<file path="src/rtl/bsn_seq_pkg.sv">
package bsn_seq_pkg;
    localparam int unsigned WORD_W = 32;
    localparam int unsigned BSN_W  = 64;
    localparam int unsigned REG_AW = 2;

    localparam logic [REG_AW-1:0] REG_CTRL   = 2'd0;
    localparam logic [REG_AW-1:0] REG_SYNC   = 2'd1;
    localparam logic [REG_AW-1:0] REG_BSN_LO = 2'd2;
    localparam logic [REG_AW-1:0] REG_BSN_HI = 2'd3;

    localparam logic [1:0] CTRL_ARM  = 2'b11;
    localparam logic [1:0] CTRL_STOP = 2'b00;

    typedef enum logic [1:0] {
        ST_IDLE,
        ST_ARMED,
        ST_RUN,
        ST_DRAIN
    } seq_state_t;
endpackage

</file>
<file path="src/rtl/bsn_seq_regs.sv">
module bsn_seq_regs
    import bsn_seq_pkg::*;
#(
    parameter int unsigned SYNC_RST = 7168
) (
    input  logic              clk,
    input  logic              rst,
    input  logic              mm_wr,
    input  logic              mm_rd,
    input  logic [REG_AW-1:0] mm_addr,
    input  logic [WORD_W-1:0] mm_wdata,
    input  logic              enabled,
    input  logic [BSN_W-1:0]  cur_bsn,
    output logic [WORD_W-1:0] mm_rdata,
    output logic [WORD_W-1:0] sync_cycles,
    output logic [BSN_W-1:0]  init_bsn,
    output logic              arm_req,
    output logic              stop_req
);
    localparam int unsigned HI_W = BSN_W - WORD_W;

    logic [WORD_W-1:0] low_hold;
    logic              ctrl_wr;

    assign ctrl_wr  = mm_wr && (mm_addr == REG_CTRL);
    assign arm_req  = ctrl_wr && (mm_wdata[1:0] == CTRL_ARM);
    assign stop_req = ctrl_wr && (mm_wdata[1:0] == CTRL_STOP);

    always_ff @(posedge clk) begin
        if (rst) begin
            sync_cycles <= WORD_W'(SYNC_RST);
            low_hold    <= '0;
            init_bsn    <= '0;
        end else if (mm_wr) begin
            unique case (mm_addr)
                REG_SYNC:   sync_cycles <= mm_wdata;
                REG_BSN_LO: low_hold    <= mm_wdata;
                REG_BSN_HI: init_bsn    <= {mm_wdata[HI_W-1:0], low_hold};
                default:    ;
            endcase
        end
    end

    always_ff @(posedge clk) begin
        if (rst) begin
            mm_rdata <= '0;
        end else if (mm_rd) begin
            unique case (mm_addr)
                REG_CTRL:   mm_rdata <= enabled ? WORD_W'(CTRL_ARM) : '0;
                REG_SYNC:   mm_rdata <= sync_cycles;
                REG_BSN_LO: mm_rdata <= cur_bsn[WORD_W-1:0];
                default:    mm_rdata <= WORD_W'(cur_bsn[BSN_W-1:WORD_W]);
            endcase
        end
    end
endmodule

</file>
<file path="src/rtl/bsn_seq_fsm.sv">
module bsn_seq_fsm
    import bsn_seq_pkg::*;
(
    input  logic       clk,
    input  logic       rst,
    input  logic       arm_req,
    input  logic       stop_req,
    input  logic       pps_rise,
    input  logic       blk_last,
    output seq_state_t state,
    output logic       start,
    output logic       active,
    output logic       run_next,
    output logic       enabled
);
    seq_state_t nxt;

    // state register
    always_ff @(posedge clk) begin
        if (rst) state <= ST_IDLE;
        else     state <= nxt;
    end

    // transitions: arm, cancel, launch, stop, halt, done
    always_comb begin
        nxt   = state;
        start = 1'b0;
        unique case (state)
            ST_IDLE: begin
                if (arm_req) nxt = ST_ARMED;
            end
            ST_ARMED: begin
                if (stop_req) begin
                    nxt = ST_IDLE;
                end else if (pps_rise) begin
                    nxt   = ST_RUN;
                    start = 1'b1;
                end
            end
            ST_RUN: begin
                if (stop_req) nxt = blk_last ? ST_IDLE : ST_DRAIN;
            end
            ST_DRAIN: begin
                if (blk_last) nxt = ST_IDLE;
            end
            default: nxt = ST_IDLE;
        endcase
    end

    // outputs
    always_comb begin
        active   = (state == ST_RUN)  || (state == ST_DRAIN);
        run_next = (nxt == ST_RUN)    || (nxt == ST_DRAIN);
        enabled  = (state == ST_ARMED) || (state == ST_RUN);
    end
endmodule

</file>
<file path="src/rtl/bsn_seq_count.sv">
module bsn_seq_count
    import bsn_seq_pkg::*;
#(
    parameter int unsigned BLOCK_LEN = 1024
) (
    input  logic              clk,
    input  logic              rst,
    input  logic              start,
    input  logic              active,
    input  logic              run_next,
    input  logic [BSN_W-1:0]  init_bsn,
    input  logic [WORD_W-1:0] sync_cycles,
    output logic              blk_first,
    output logic              blk_last,
    output logic              sync_zero,
    output logic [BSN_W-1:0]  bsn
);
    localparam int unsigned SAMP_W = (BLOCK_LEN > 1) ? $clog2(BLOCK_LEN) : 1;
    localparam logic [SAMP_W-1:0] SAMP_LAST = SAMP_W'(BLOCK_LEN - 1);

    logic [SAMP_W-1:0] samp;
    logic [WORD_W-1:0] sync_cnt;
    logic [WORD_W:0]   sync_inc;
    logic              sync_wrap;

    assign sync_inc  = {1'b0, sync_cnt} + 1'b1;
    assign sync_wrap = sync_inc >= {1'b0, sync_cycles};

    always_ff @(posedge clk) begin
        if (rst) begin
            samp     <= '0;
            sync_cnt <= '0;
            bsn      <= '0;
        end else if (start) begin
            samp     <= '0;
            sync_cnt <= '0;
            bsn      <= init_bsn;
        end else if (active) begin
            samp     <= blk_last  ? '0 : samp + 1'b1;
            sync_cnt <= sync_wrap ? '0 : sync_inc[WORD_W-1:0];
            if (blk_last && run_next) bsn <= bsn + 1'b1;
        end
    end

    assign blk_first = (samp == '0);
    assign blk_last  = (samp == SAMP_LAST);
    assign sync_zero = (sync_cnt == '0);
endmodule

</file>
<file path="src/rtl/bsn_seq.sv">
module bsn_seq
    import bsn_seq_pkg::*;
#(
    parameter int unsigned BLOCK_LEN   = 1024,
    parameter int unsigned SYNC_BLOCKS = 7
) (
    input  logic        clk,
    input  logic        rst,
    input  logic        pps,
    input  logic        mm_wr,
    input  logic        mm_rd,
    input  logic [1:0]  mm_addr,
    input  logic [31:0] mm_wdata,
    output logic [31:0] mm_rdata,
    output logic        out_valid,
    output logic        out_sop,
    output logic        out_eop,
    output logic        out_sync,
    output logic [63:0] out_bsn
);
    localparam int unsigned SYNC_RST = BLOCK_LEN * SYNC_BLOCKS;

    seq_state_t        state;
    logic              pps_q, pps_rise;
    logic              start, active, run_next, enabled;
    logic              arm_req, stop_req;
    logic              blk_first, blk_last, sync_zero;
    logic [WORD_W-1:0] sync_cycles;
    logic [BSN_W-1:0]  init_bsn, bsn;

    always_ff @(posedge clk) begin
        if (rst) pps_q <= 1'b0;
        else     pps_q <= pps;
    end
    assign pps_rise = pps && !pps_q;

    bsn_seq_regs #(.SYNC_RST(SYNC_RST)) i_regs (
        .clk(clk), .rst(rst), .mm_wr(mm_wr), .mm_rd(mm_rd), .mm_addr(mm_addr),
        .mm_wdata(mm_wdata), .enabled(enabled), .cur_bsn(bsn), .mm_rdata(mm_rdata),
        .sync_cycles(sync_cycles), .init_bsn(init_bsn), .arm_req(arm_req), .stop_req(stop_req)
    );

    bsn_seq_fsm i_fsm (
        .clk(clk), .rst(rst), .arm_req(arm_req), .stop_req(stop_req), .pps_rise(pps_rise),
        .blk_last(blk_last), .state(state), .start(start), .active(active),
        .run_next(run_next), .enabled(enabled)
    );

    bsn_seq_count #(.BLOCK_LEN(BLOCK_LEN)) i_count (
        .clk(clk), .rst(rst), .start(start), .active(active), .run_next(run_next),
        .init_bsn(init_bsn), .sync_cycles(sync_cycles), .blk_first(blk_first),
        .blk_last(blk_last), .sync_zero(sync_zero), .bsn(bsn)
    );

    always_comb begin
        out_valid = active;
        out_sop   = active && blk_first;
        out_eop   = active && blk_last;
        out_sync  = active && blk_first && sync_zero;
        out_bsn   = bsn;
    end
endmodule

</file>
<file path="config.mk">
export PLATFORM = sky130hd
export DESIGN_NAME = bsn_seq
export DESIGN_NICKNAME = d
export VERILOG_FILES = /design/src/rtl/bsn_seq_pkg.sv /design/src/rtl/bsn_seq_regs.sv /design/src/rtl/bsn_seq_fsm.sv /design/src/rtl/bsn_seq_count.sv /design/src/rtl/bsn_seq.sv
export SDC_FILE = /design/constraint.sdc
export NUM_CORES = 1
export LEC_CHECK = 0
export BUFFER_PORTS_ARGS = -buffer_cell sky130_fd_sc_hd__buf_4
export CORE_UTILIZATION = 49
export CTS_CLUSTER_SIZE = 16
export DETAILED_ROUTE_END_ITERATION = 10
export PLACE_DENSITY = 0.76
export REMOVE_ABC_BUFFERS = 1
export SYNTH_ARGS = -nofsm -noshare
export SYNTH_HDL_FRONTEND = slang
export SYNTH_SLANG_ARGS = --single-unit
</file>
<file path="constraint.sdc">
create_clock -name clk -period 4.9 [get_ports clk]
set_input_delay 0.98 -clock clk [delete_from_list [all_inputs] [get_ports clk]]
set_output_delay 0.98 -clock clk [all_outputs]
set_load 0.1 [all_outputs]
</file>
Word level (Yosys, flattened, before mapping)
Cells that the tools add are included.
{"block": "word_totals", "regBits": 269, "in_bits": 39, "out_inout_bits": 100, "wordCells": 64}
{"block": "op_classes", "add_sub_neg": 3, "magnitude_cmp": 1, "n_eq_ne": 10, "muxes": 17, "reduce_logical": 24}
{"cell": "$mux 64", "n": 3}
{"cell": "$pmux 32 s3", "n": 1}
{"cell": "$add 64x1->64 const B", "n": 1}
{"cell": "$add 32x1->33 const B", "n": 1}
{"cell": "$ge 33x32->1", "n": 1}
{"cell": "$logic_not 32->1", "n": 1}
{"cell": "$mux 32", "n": 1}
{"cell": "$eq 2x2->1 const B", "n": 7}
{"cell": "$mux 2", "n": 7}
{"cell": "$add 10x1->10 const B", "n": 1}
{"cell": "$eq 10x10->1 const B", "n": 1}
{"cell": "$logic_not 10->1", "n": 1}
{"cell": "$mux 10", "n": 1}
{"cell": "$logic_and 1x1->1", "n": 8}
{"cell": "$pmux 2 s4", "n": 1}
{"cell": "$reduce_and 2->1", "n": 4}
{"cell": "$logic_not 2->1", "n": 3}
{"cell": "$eq 2x1->1 const B", "n": 2}
{"cell": "$reduce_bool 2->1", "n": 2}
{"cell": "$logic_or 1x1->1", "n": 3}
{"cell": "$mux 1", "n": 3}
{"cell": "$reduce_or 2->1", "n": 1}
{"cell": "$logic_not 1->1", "n": 1}

Longest topological paths before layout
Gate-level depths: netlist (run 1).
{"block": "logic_depth", "depth_word": 11, "ltp_mapped": 17, "ltp_nobuf": 14}

Hierarchy
A second synthesis (run 1) with hierarchy kept.
{"block": "unflattened", "hier_cells": 1609, "area_unflattened_um2": 13103.8}
{"mod": "bsn_seq_count", "instances": 1, "cells_per_inst": 831, "area_per_inst_um2": 6582.6, "seq_area_each_um2": 2122.0}
{"mod": "bsn_seq_regs", "instances": 1, "cells_per_inst": 744, "area_per_inst_um2": 6223.5, "seq_area_each_um2": 3203.1}
{"mod": "bsn_seq_fsm", "instances": 1, "cells_per_inst": 28, "area_per_inst_um2": 245.2, "seq_area_each_um2": 40.0}
{"mod": "bsn_seq", "instances": 1, "cells_per_inst": 6, "area_per_inst_um2": 52.6, "seq_area_each_um2": 20.0}

Worst setup path before layout (run 1)
No wires, ideal clock.
{"block": "synth_timing", "kind": "reg2out", "startpoint": "register i_fsm.state[0]", "endpoint": "output port out_sync", "arrival_time_ns": 4.795, "required_time_ns": 3.920, "path_slack_ns": -0.875, "stages_incl_launch_ff": 8, "n_path_buf": 0, "cell_sequence": "dfxtp_1 > inv_1 > ha_1 > nor2_1 > inv_1 > nand4b_1 > nor4_1 > and2_1"}
{"block": "synth_between", "elab_chain_cells": 4, "word_cells_on_any_way": 5, "cone_classes": "2 x eq/ne; 3 x reduce/logical"}
{"item": "start: declaration", "line": "bsn_seq_fsm.sv:10", "text": "output seq_state_t state,"}
{"item": "start signal: assignment", "line": "bsn_seq_fsm.sv:21", "text": "else state <= nxt;"}
{"item": "$eq 2x2->1", "line": "bsn_seq_fsm.sv:52", "text": "active = (state == ST_RUN) || (state == ST_DRAIN);"}
{"item": "$logic_or 1x1->1 *", "line": "bsn_seq_fsm.sv:52"}
{"item": "$logic_and 1x1->1 *"}
{"item": "named net out_sop", "line": "bsn_seq.sv:16", "text": "output logic out_sop,"}
{"item": "$logic_and 1x1->1 *", "line": "bsn_seq.sv:59", "text": "out_sync = active && blk_first && sync_zero;"}
{"item": "end: declaration", "line": "bsn_seq.sv:18", "text": "output logic out_sync,"}
Mark *: on every way through the listed nets, which the timed path passes. The rest lies on a longest branch.

Worst setup path in the final report (run 1)
{"block": "layout_timing", "startpoint": "register i_count.sync_cnt[7]", "endpoint": "register i_count.sync_cnt[19]"}
{"block": "layout_between", "elab_chain_cells": 3}
{"item": "start: declaration", "line": "bsn_seq_count.sv:22", "text": "logic [WORD_W-1:0] sync_cnt;"}
{"item": "start signal: assignment", "line": "bsn_seq_count.sv:40", "text": "sync_cnt <= sync_wrap ? '0 : sync_inc[WORD_W-1:0];"}
{"item": "$add 32x1->33 *", "line": "bsn_seq_count.sv:26", "text": "assign sync_inc = {1'b0, sync_cnt} + 1'b1;"}
{"item": "$ge 33x32->1", "line": "bsn_seq_count.sv:27", "text": "assign sync_wrap = sync_inc >= {1'b0, sync_cycles};"}
{"item": "$mux 32 *", "line": "bsn_seq_count.sv:40"}
Mark *: on every way between the ends. The rest lies on a longest branch, timed or not.
A chain may end at the register's enable or synchronous reset.

==> results of run 1 <==
cell usage in the layout, fill, tap and decap left out, types with 31 or more instances in the layout:
master / count
sky130_fd_sc_hd__nand2_1: 362
sky130_fd_sc_hd__dfxtp_1: 269
sky130_fd_sc_hd__buf_4: 160
sky130_fd_sc_hd__a21oi_1: 157
sky130_fd_sc_hd__nor2_1: 104
sky130_fd_sc_hd__a211oi_1: 64
sky130_fd_sc_hd__xor2_1: 57
sky130_fd_sc_hd__nand3_1: 51
sky130_fd_sc_hd__inv_1: 48
sky130_fd_sc_hd__nand4_1: 46
sky130_fd_sc_hd__ha_1: 41
sky130_fd_sc_hd__o21ai_0: 40
sky130_fd_sc_hd__xnor2_1: 38
sky130_fd_sc_hd__a22oi_1: 32
sky130_fd_sc_hd__clkbuf_16: 31
metrics by stage:
stage / instance area, um^2 / util [%]
after global placement: 14200 / 54.7
after CTS: 15300 / 59.0
after floorplan: 12500 / -
after detailed placement: 14200 / 54.7
final: 15300 / 59.0
after global routing: 15300 / 59.0
per-layer routing:
| layer | wire length, um | vias to the layer above |
|---|---|---|
| li1 | - | 5801 |
| met1 | 16800 | 5823 |
| met2 | 18200 | 571 |
| met3 | 3400 | 94 |
| met4 | 1200 | 0 |
| met5 | 0 | - |
worst max-delay path: cells and delay by family (launching register included):
kind                     cells  cell delay, ps
AO/OA/AOI/OAI                5            1010
XOR/XNOR                     1             280
adder cells (fa/ha/maj)      1             280
flip-flops                   1             490
AND/OR/NAND/NOR              6            2040
path summary, 6_finish.rpt:
kind | startpoint | end | slack (ps) | cells past startpoint
setup / recovery | i_count.sync_cnt[7] | i_count.sync_cnt[19] | 740 | 13
hold / removal | i_regs.low_hold[29] | i_regs.init_bsn[29] | 450 | 2
hold reg to reg | i_regs.low_hold[29] | i_regs.init_bsn[29] | 450 | 2
setup reg to reg | i_count.sync_cnt[7] | i_count.sync_cnt[19] | 740 | 13
registers in the layout, summed over array words and instances (netlist names):
name / cells
i_count.bsn: 64
i_regs.init_bsn: 64
i_count.sync_cnt: 32
i_regs.low_hold: 32
i_regs.mm_rdata: 32
i_regs.sync_cycles: 32
i_count.samp: 10
i_fsm.state: 2
pps_q: 1
power by group through the flow:
stage | logic (W) | clock network (W) | registers [W]
final | 0.000567 | 0.00249 | 0.00231
after global routing | 0.000608 | 0.00262 | 0.00231
after CTS | 0.000560 | 0.00252 | 0.00230
after detailed placement | 0.000556 | 0 | 0.00235
after global placement | 0.000546 | 0 | 0.00235
after floorplan | 0.000225 | 0 | 0.00245
final cells by class:
type | instances | area [um^2]
tap | 335 | 419
multi-input combinational | 1197 | 7010
clock buffer | 42 | 887
clock inverter | 12 | 219
sequential | 269 | 5390
inverter | 48 | 180
timing repair buffer | 162 | 1230
fill | 2374 | 10700
logic make-up (layout without fill, tap and decap cells):
group / count (synthesis) / after routing / synth area share [%]
buffers and inverters: 158 / 264 / 4.63
adders and majority gates: 41 / 41 / 3.96
DFF: 269 / 269 / 41.5
AOI/OAI and AO/OA: 336 / 336 / 15.9
xor gates and xnor gates: 95 / 95 / 6.42
and+or+nand+nor: 693 / 693 / 24.7
muxes: 32 / 32 / 2.93
==> Flow_metrics.wiki, run 1 <==
{| class="wikitable"
! Metric !! Value
|-
| Maximum buffer depth of the clock tree || 3
|-
| Final setup margin || 736 ps
|-
| Portion of total power attributed to the clock network || 46.5%
|-
| Setup TNS || 0 ps
|-
| Number of buffers added by the clock tree synthesis step || 30
|-
| Drt first-iter violations || 1184
|-
| Synth top cells by count || 362 x sky130_fd_sc_hd__nand2_1, 269 x sky130_fd_sc_hd__dfxtp_1, 157 x sky130_fd_sc_hd__a21oi_1
|-
| Global-route wire length before repair || 62400 um
|-
| Share of flip-flops with an asynchronous set or reset || 0%
|-
| Total instance count after detailed placement || 2011
|-
| Post-synthesis cell type with the largest combined area || sky130_fd_sc_hd__dfxtp_1
|-
| Maximum level of the CTS H-tree || 1
|-
| Sinks on the clock net || 269
|-
| Worst ir drop on vdd || 0.320 mV
|-
| Number of unique standard cell types used by synthesis || 50
|-
| Latest clock arrival within the worst-skew pair || 560 ps
|-
| Height of the die || 165 um
|-
| Die width || 165 um
|-
| Setup clock skew after layout || 13.6 ps
|-
| Antenna violations before repair || 0
|-
| Die area || 27100 um^2
|-
| Flops & latches, synth || 269
|-
| Commonest register cell after synthesis || sky130_fd_sc_hd__dfxtp_1
|-
| Final hold violation count || 0
|-
| Element type at the critical path end || flop
|-
| Met1 Use GR || 39.3%
|-
| Maximum capacitance violations || 0
|-
| Highest fanout seen on the critical path || 11
|-
| Antenna diode count || 0
|-
| Layout overhead on the synthesized area || 18.2%
|-
| Net switching share of the total power || 25.9%
|-
| TritonCTS clock tree || yes
|-
| Routed vias/inst || 5.95
|-
| Leading post-synthesis cells by cell area || sky130_fd_sc_hd__dfxtp_1 42%, sky130_fd_sc_hd__nand2_1 10%, sky130_fd_sc_hd__a21oi_1 6.1%
|-
| Most repeated cell in the gate-level netlist after synthesis || sky130_fd_sc_hd__nand2_1
|-
| Highest cell delay on the worst timing path || 570 ps
|-
| Post-route total power || 0.00537 W
|-
| Normalized max-slew margin || 35.0%
|-
| Overflow left after global routing || 0
|-
| Yosys warning total || 0
|-
| Mean area per synthesized cell || 7.99 um^2
|-
| Post-route worst hold slack || 449 ps
|-
| Type of the setup path with the least slack || flop to flop
|-
| Met2 global-route usage || 47.8%
|-
| Standby leakage power || 5.84 nW
|-
| Final RePlAce weighted congestion || 0.947
|-
| EDFF count, synth || 0
|-
| Non-filler instance count after layout || 2065
|-
| Data required time of the worst path || 5400 ps
|-
| Critical Path AT || 4660 ps
|-
| Number of instances in the synthesized netlist || 1624
|-
| Mapped cell area || 13000 um^2
|-
| Net total in the final layout || 1788
|-
| Setup WS pre-CTS || 855 ps
|-
| Io pins || 139
|-
| Portion of total power attributed to combinational logic || 10.6%
|-
| Max frequency || 240 MHz
|-
| Internal cell power || 0.00398 W
|-
| Post-CTS setup buffer count || 0
|-
| Clk root buf || sky130_fd_sc_hd__clkbuf_16
|-
| Final-report setup violation count || 0
|-
| Relative contribution of sequential cells to total power || 43.0%
|-
| GRT busiest layer || met2
|-
| Site Rows || 59
|-
| Ratio of cells with drive above 1 in the final layout || 15.0%
|-
| Number of port buffers || 138
|-
| Net Sw Power || 0.00139 W
|-
| Worst min-delay path category || flop to flop
|-
| CTS clock-pin slew for the worst setup and hold paths || 60 ps
|-
| Detailed placement HPWL || 26000 um
|-
| Area of the placeable core || 26000 um^2
|-
| CP Cell Sequence || nand4_1, nand4b_1, nor2_1, nand4_1, xnor2_1, ha_1, nand2_1, o21ai_0, a211oi_1, o2111ai_1, a21oi_1, and3_1, a22o_1
|-
| Wirelength, routed || 39600 um
|-
| Outcome || completed
|-
| Crit path time final || 4160 ps
|-
| Detailed-routing iteration count for the pre-antenna-repair pass || 7
|-
| Antenna-violating nets left || 0
|-
| Gates resized, CTS repair || 0
|-
| Starting density of the core || 49.9%
|-
| Critical path's slowest cell || sky130_fd_sc_hd__nor2_1
|-
| Via count of the first global-routing pass || 11800
|-
| Overall via count from detail_route || 12300
|-
| RSZ-0062 raised after global routing || no
|-
| Number of pins with negative max-slew slack in the final report || 0
|-
| Final clock period utilization by the worst path || 85.0%
|-
| Power per Cell Area || 350 nW/um^2
|-
| Cell repeated most along the worst path || sky130_fd_sc_hd__nand4_1
|-
| Tot GR Track Use || 29.3%
|-
| Number of DRC violations after detailed routing || 0
|-
| Wire length per cell || 19.2 um
|-
| Startpoint class of the critical path || flop
|-
| Hold-fix buffers, CTS || 0
|-
| Maximum number of pins on one net before global-route repair || 76
|-
| GR Layer Usage met3 || 3.97%
|-
| Top cell type's share of synthesized area || 41.5%
|-
| Fraction of the yosys area taken by sequential cells || 41.5%
|-
| Tightest Pin Transition || 975 ps
|}
(Power assumes the default switching activity.)
==> run 2, diff against run 1 <==
==> constraint.sdc (replaced) <==
create_clock -name clk -period 3.9 [get_ports clk]
set_input_delay 0.78 -clock clk [delete_from_list [all_inputs] [get_ports clk]]
set_output_delay 0.78 -clock clk [all_outputs]
set_load 0.1 [all_outputs]
==> run 2 against run 1 <==
Global-route usage down 0.57 points. Power up 19%. Critical path type unchanged. Non-clock buffer count up 16.
==> Flow_metrics.wiki, run 2 (synthesis gave the netlist of run 1 again) <==
{| class="wikitable"
! Metric !! Value
|-
| Layout overhead on the synthesized area || 18.5%
|-
| Die area || 27100 um^2 (unchanged)
|-
| Final RePlAce weighted congestion || 0.875 (-7.6%)
|-
| Final-report setup violation count || 0 (unchanged)
|-
| Antenna diode count || 0 (unchanged)
|-
| Standby leakage power || 5.88 nW (+0.67%)
|-
| Startpoint class of the critical path || flop
|-
| Wirelength, routed || 39200 um (-1.1%)
|-
| Io pins || 139 (unchanged)
|-
| Most used cells in the layout excluding fill and tap cells || 362 x sky130_fd_sc_hd__nand2_1, 269 x sky130_fd_sc_hd__dfxtp_1, 172 x sky130_fd_sc_hd__buf_4, 156 x sky130_fd_sc_hd__a21oi_1, 104 x sky130_fd_sc_hd__nor2_1
|-
| Number of buffers added by the clock tree synthesis step || 29 (-3.3%)
|-
| CTS clock-pin slew for the worst setup and hold paths || 60 ps (about the same)
|-
| TritonCTS clock tree || yes
|-
| Critical Path AT || 4140 ps (-520 ps)
|-
| Worst min-delay path category || primary input to flop
|-
| Outcome || completed
|-
| CP Cell Sequence || ha_2, nand3_1, buf_4, nor3_1, and4_1, xor2_1, ha_1, nand4_1, nor4_1, a221oi_1, o2111ai_1, a21oi_2, and3_1, buf_12, a22o_1
|-
| Overflow left after global routing || 0 (unchanged)
|-
| Power per Cell Area || 415 nW/um^2 (+19%)
|-
| Starting density of the core || 49.9% (unchanged)
|-
| Maximum level of the CTS H-tree || 1 (unchanged)
|-
| Wire length per cell || 18.8 um (-1.9%)
|-
| Element type at the critical path end || flop
|-
| Die width || 165 um (unchanged)
|-
| Normalized max-slew margin || 28.1% (-6.9 points)
|-
| Maximum capacitance violations || 0 (unchanged)
|-
| Site Rows || 59 (unchanged)
|-
| Routed vias/inst || 5.90 (-0.86%)
|-
| Worst ir drop on vdd || 0.287 mV (-10%)
|-
| Post-CTS setup buffer count || 0 (unchanged)
|-
| Type of the setup path with the least slack || flop to flop
|-
| Detailed placement HPWL || 26500 um (+1.8%)
|-
| Net total in the final layout || 1803 (+0.84%)
|-
| Highest cell delay on the worst timing path || 480 ps (-90 ps)
|-
| Highest fanout seen on the critical path || 11 (unchanged)
|-
| Maximum buffer depth of the clock tree || 3 (unchanged)
|-
| Latest clock arrival within the worst-skew pair || 570 ps (about the same)
|-
| Antenna violations before repair || 0 (unchanged)
|-
| Global-route wire length before repair || 60800 um (-2.6%)
|-
| Antenna-violating nets left || 0 (unchanged)
|-
| Fraction of the core area covered by cells at the end of the flow || 59.1% (+0.12 points)
|-
| Maximum number of pins on one net before global-route repair || 141 (+86%)
|-
| Number of pins with negative max-slew slack in the final report || 0 (unchanged)
|-
| Max frequency || 271 MHz (+13%)
|-
| RSZ-0062 raised after global routing || no
|-
| Clk root buf || sky130_fd_sc_hd__clkbuf_16
|-
| Via count of the first global-routing pass || 11200 (-4.6%)
|-
| Drt first-iter violations || 1098 (-7.3%)
|-
| Commonest non-fill, non-tap cell in the layout || sky130_fd_sc_hd__nand2_1
|-
| Tot GR Track Use || 28.7% (-0.57 points)
|-
| Final hold violation count || 0 (unchanged)
|-
| Detailed-routing iteration count for the pre-antenna-repair pass || 5 (-2)
|-
| Area of the placeable core || 26000 um^2 (unchanged)
|-
| Number of port buffers || 138 (unchanged)
|-
| Critical path's slowest cell || sky130_fd_sc_hd__nor4_1
|-
| Leading registers by flop count || i_count.bsn (64), i_regs.init_bsn (64)
|-
| Final clock period utilization by the worst path || 94.7% (+9.7 points)
|-
| Tightest Pin Transition || 1080 ps (+104 ps)
|-
| Number of DRC violations after detailed routing || 0 (unchanged)
|-
| Overall via count from detail_route || 12300 (-0.090%)
|-
| Setup clock skew after layout || 18.4 ps (+4.76 ps)
|-
| Sinks on the clock net || 269 (unchanged)
|-
| Post-route total power || 0.00638 W (+19%)
|-
| Data required time of the worst path || 4350 ps (-1050 ps)
|-
| Crit path time final || 3690 ps (-470 ps)
|-
| Height of the die || 165 um (unchanged)
|-
| Ratio of cells with drive above 1 in the final layout || 15.9% (+0.89 points)
|}
-- run 2: per-stage QoR --
step | TNS (ps) | cell area (um^2) | std cells | hold slack (ps) | setup WS (ps)
2_1_floorplan | -69870 | 12500 | 1514 | 425 | -2850
3_3_place_gp | 0 | 14400 | 2027 | 435 | 233
3_5_place_dp | 0 | 14400 | 2027 | 440 | 169
4_1_cts | 0 | 15300 | 2081 | 432 | 123
5_1_grt | 0 | 15400 | 2081 | 440 | 18.4
6_report | 0 | 15400 | 2081 | 444 | 206
-- run 2: layer usage --
metal	global-route usage (%)	routed length (um)	vias to the layer above	part of all wire (%)
met1	38.3	16500	5822	42
met3	4.22	3340	92	8.5
met2	46.7	17900	530	46
li1	-	-	5834	-
met4	11.2	1420	0	3.6
met5	0	0	-	0
-- run 2: layout make-up --
type / count / area (um^2)
inverters: 48 / 180
fillers: 2317 / 10600
well taps: 335 / 419
clock buffers: 48 / 927
repair buffers: 178 / 1390
flip-flops and latches: 269 / 5390
clock inverters: 6 / 45.0
multi-input cells: 1197 / 7020
-- run 2: where the power goes --
group	internal [W]	switching [W]
Sequential	0.00282	0.0000704
Combinational	0.000225	0.000505
Clock	0.00162	0.00114
Total	0.00466	0.00171
-- run 2: final timing paths --
kind	slack (ps)	start	endpoint	cells after the start
setup / recovery	210	i_count.sync_cnt[1]	i_count.sync_cnt[29]	15
hold / removal	440	pps	pps_q	2
setup reg to reg	210	i_count.sync_cnt[1]	i_count.sync_cnt[29]	15
hold reg to reg	450	i_regs.low_hold[26]	i_regs.init_bsn[26]	2
-- run 2: critical path: cells and delay by family (launching register included) --
family,cells,cell delay [ps]
AO/OA/AOI/OAI,4,630
adder cells (fa/ha/maj),2,520
AND/OR/NAND/NOR,6,1620
XOR/XNOR,1,100
flip-flops,1,360
buffers and inverters,2,340
-- run 2: what timing repair did --
item | in CTS | in global routing
resized for setup | 0 | 7
hold buffers | 0 | 0
endpoints found under the setup margin | 0 | 32
==> run 3, diff against run 2 <==
--- a/config.mk
+++ b/config.mk
@@ -6,10 +6,13 @@
 export NUM_CORES = 1
 export LEC_CHECK = 0
 export BUFFER_PORTS_ARGS = -buffer_cell sky130_fd_sc_hd__buf_4
+export CORE_MARGIN = 2
 export CORE_UTILIZATION = 49
+export CTS_BUF_LIST = sky130_fd_sc_hd__clkbuf_4 sky130_fd_sc_hd__clkbuf_8
 export CTS_CLUSTER_SIZE = 16
 export DETAILED_ROUTE_END_ITERATION = 10
 export PLACE_DENSITY = 0.76
+export RECOVER_POWER = 25
 export REMOVE_ABC_BUFFERS = 1
 export SYNTH_ARGS = -nofsm -noshare
 export SYNTH_HDL_FRONTEND = slang
==> run 3 against run 2 <==
The run now ends with max-capacitance violations, max-slew violations left. Design area down 0.64%. First-iteration DRC count down 1.5%. Clock power hardly changed. Largest power group unchanged. Highest routed layer unchanged.
==> Flow_metrics.wiki, run 3 (synthesis gave the netlist of run 1 again) <==
{| class="wikitable"
! Metric !! Value
|-
| Worst ir drop on vdd || 0.278 mV (-3.1%)
|-
| Ratio of cells with drive above 1 in the final layout || 15.8% (-0.022 points)
|-
| Worst min-delay path category || primary input to flop
|-
| Data required time of the worst path || 4400 ps (+50 ps)
|-
| Antenna violations before repair || 0 (unchanged)
|-
| Highest cell delay on the worst timing path || 370 ps (-110 ps)
|-
| Net Sw Power || 0.00180 W (+4.7%)
|-
| Via count of the first global-routing pass || 11600 (+3.3%)
|-
| Overall via count from detail_route || 12300 (+0.46%)
|-
| R2R cell count || 16 (+1)
|-
| Number of pins with negative max-slew slack in the final report || 249 (+249)
|-
| Die area || 27800 um^2 (+2.4%)
|-
| Setup clock skew after layout || 33.5 ps (+15.1 ps)
|-
| Antenna-violating nets left || 0 (unchanged)
|-
| Die width || 167 um (+1.2%)
|-
| Power per Cell Area || 420 nW/um^2 (+1.3%)
|-
| Wirelength, routed || 40300 um (+3.0%)
|-
| Startpoint class of the critical path || flop
|-
| Highest fanout seen on the critical path || 11 (unchanged)
|-
| Overflow left after global routing || 0 (unchanged)
|-
| Worst Hold End || pps_q
|-
| Setup WS pre-CTS || 39.3 ps (-130 ps)
|-
| Critical Path AT || 4160 ps (+20 ps)
|-
| Relative contribution of sequential cells to total power || 45.0% (-0.4 points)
|-
| Net total in the final layout || 1824 (+1.2%)
|-
| Height of the die || 167 um (+1.2%)
|-
| Critical path's slowest cell || sky130_fd_sc_hd__dfxtp_2
|-
| Critical register-to-register path startpoint || i_count.sync_cnt[0]
|-
| Starting density of the core || 49.8% (-0.14 points)
|-
| Clk root buf || sky130_fd_sc_hd__clkbuf_8
|-
| Hold-fix buffers, CTS || 0 (unchanged)
|-
| Internal cell power || 0.00462 W (-0.85%)
|-
| Normalized max-slew margin || -46.2% (-74 points)
|-
| Routed vias/inst || 5.83 (-1.2%)
|-
| Reg2reg setup slack || 240 ps (+30 ps)
|-
| Maximum number of pins on one net before global-route repair || 107 (-24%)
|-
| Element type at the critical path end || flop
|-
| Final RePlAce weighted congestion || 0.955 (+9.1%)
|-
| Most used cells in the layout excluding fill and tap cells || 362 x sky130_fd_sc_hd__nand2_1, 267 x sky130_fd_sc_hd__dfxtp_1, 156 x sky130_fd_sc_hd__a21oi_1, 137 x sky130_fd_sc_hd__buf_4, 104 x sky130_fd_sc_hd__nor2_1
|-
| Post-route standard cell area excluding fillers || 15300 um^2 (-0.64%)
|-
| Net switching share of the total power || 28.0% (+1.1 points)
|-
| Fraction of the core area covered by cells at the end of the flow || 58.6% (-0.54 points)
|-
| Final clock period utilization by the worst path || 93.9% (-0.79 points)
|-
| Detailed-routing iteration count for the pre-antenna-repair pass || 5 (unchanged)
|-
| Final-report setup violation count || 0 (unchanged)
|-
| Cell area reported after detailed placement || 14300 um^2 (-0.12%)
|-
| Hold-critical path depth || 2 (unchanged)
|-
| Tightest Pin Transition || 2190 ps (+1110 ps)
|-
| Io pins || 139 (unchanged)
|-
| Detailed placement HPWL || 26700 um (+0.69%)
|-
| Leading registers by flop count || i_count.bsn (64), i_regs.init_bsn (64)
|-
| CTS clock-pin slew for the worst setup and hold paths || 60 ps (about the same)
|-
| Latest clock arrival within the worst-skew pair || 580 ps (about the same)
|-
| Portion of total power attributed to the clock network || 43.0% (-0.2 points)
|-
| Crit path time final || 3660 ps (-30.7 ps)
|-
| Number of buffers added by the clock tree synthesis step || 47 (+62%)
|-
| Wire length per cell || 19.1 um (+1.3%)
|-
| Post-route worst hold slack || 438 ps (-5.91 ps)
|-
| Maximum buffer depth of the clock tree || 3 (unchanged)
|-
| RSZ-0062 raised after global routing || no
|-
| Global-route wire length before repair || 62800 um (+3.3%)
|-
| Portion of total power attributed to combinational logic || 11.9% (+0.4 points)
|-
| Failing checks || max-capacitance violations, max-slew violations
|-
| Outcome || complete, but fails checks
|-
| TritonCTS clock tree || yes
|-
| Type of the setup path with the least slack || flop to flop
|-
| Commonest non-fill, non-tap cell in the layout || sky130_fd_sc_hd__nand2_1
|-
| Standby leakage power || 5.80 nW (-1.3%)
|-
| Worst path buffer plus inverter count || 2 (unchanged)
|-
| Worst path top cell family by delay || compound AO/OA/AOI/OAI gates
|-
| Max frequency || 273 MHz (+0.84%)
|-
| Sinks on the clock net || 269 (unchanged)
|-
| Area of the placeable core || 26100 um^2 (+0.28%)
|-
| Filler Cell Count || 2434 (+5.0%)
|-
| FF-to-FF End || i_count.sync_cnt[19]
|-
| Tot GR Track Use || 27.9% (-0.81 points)
|-
| Number of DRC violations after detailed routing || 0 (unchanged)
|-
| CP Cell Sequence || ha_2, nand3_1, nor4_2, buf_4, nand4_1, or2_4, xnor2_1, ha_1, a21oi_1, o21ai_1, a211oi_2, o2111ai_1, a21oi_2, and3_1, buf_6, a22o_1
|-
| Final setup margin || 237 ps (+30.7 ps)
|-
| Number of port buffers || 138 (unchanged)
|-
| Maximum capacitance violations || 4 (+4)
|-
| Site Rows || 59 (unchanged)
|-
| Startpoint of the lowest-slack hold path || pps
|-
| Layout overhead on the synthesized area || 17.7%
|-
| Final hold violation count || 0 (unchanged)
|-
| Maximum level of the CTS H-tree || 2 (+1)
|-
| Antenna diode count || 0 (unchanged)
|-
| Setup TNS || 0 ps (unchanged)
|-
| Post-CTS setup buffer count || 0 (unchanged)
|-
| Drt first-iter violations || 1082 (-1.5%)
|}
-- run 3: cell types whose count changed in the layout (fill, tap and decap cells not counted), moves of 4 or more --
cell and delta:
sky130_fd_sc_hd__clkbuf_8 +47, sky130_fd_sc_hd__clkbuf_1 +29, sky130_fd_sc_hd__clkbuf_4 +14, sky130_fd_sc_hd__clkinv_2 +4, sky130_fd_sc_hd__clkbuf_2 +4, sky130_fd_sc_hd__clkbuf_16 -29, sky130_fd_sc_hd__buf_4 -35
-- run 3: worst max-delay path by stage --
stage,startpoint,to,slack [ps],cells after the start
finish,i_count.sync_cnt[0],i_count.sync_cnt[19],240,16
global route,i_count.sync_cnt[0],i_count.sync_cnt[22],20,16
CTS,i_count.sync_cnt[0],i_count.sync_cnt[24],30,16
detailed placement,i_count.sync_cnt[0],i_count.sync_cnt[24],40,16
global placement,i_count.sync_cnt[0],i_count.sync_cnt[24],190,16
floorplan,i_fsm.state[0],out_sync,-2850,7
-- run 3: cell type report --
class	count	area [um^2]	area share (%)
clock buffer	73	923	6.05
clock inverter	12	91.3	0.598
inverter	48	180	1.18
multi-input combinational	1197	7020	46.0
sequential	269	5390	35.3
tap	335	419	2.75
timing repair buffer	181	1240	8.13
-- run 3: stage by stage --
| step | instances | total power [W] |
|---|---|---|
| 2_1_floorplan | 1514 | 0.00336 |
| 3_3_place_gp | 2028 | 0.00366 |
| 3_5_place_dp | 2028 | 0.00367 |
| 4_1_cts | 2113 | 0.00643 |
| 5_1_grt | 2115 | 0.00666 |
| 6_report | 2115 | 0.00642 |
-- run 3: worst register-to-register path: cells and delay by family (launching register included) --
family / cells / cell delay [ps]
buf+inv: 2 / 370
compound gates: 6 / 1100
fa+ha+maj: 2 / 540
flops: 1 / 370
xor+xnor: 1 / 130
simple gates: 5 / 1080
-- run 3: routing by layer --
| metal | part of all wire [%] | routed length [um] | global-route usage [%] | vias to the layer above |
|---|---|---|---|---|
| li1 | - | - | - | 5883 |
| met1 | 43 | 17200 | 37.6 | 5772 |
| met2 | 45 | 18000 | 44.1 | 589 |
| met3 | 9.5 | 3830 | 5.99 | 90 |
| met4 | 3.1 | 1260 | 10.6 | 0 |
| met5 | 0 | 0 | 0 | - |
-- run 3: timing repair --
item | in CTS | in global routing
pin swaps | 0 | 2
setup endpoints to repair | 2 | 32
cloned | 0 | 2
gates resized for setup | 1 | 15
-- run 3: power by group through the flow --
stage          logic, W  clock network [W]  registers, W
3_5_place_dp   0.000727                  0       0.00295
5_1_grt        0.000816            0.00295       0.00290
3_3_place_gp   0.000716                  0       0.00294
4_1_cts        0.000733            0.00281       0.00289
6_report       0.000767            0.00276       0.00289
2_1_floorplan  0.000282                  0       0.00308
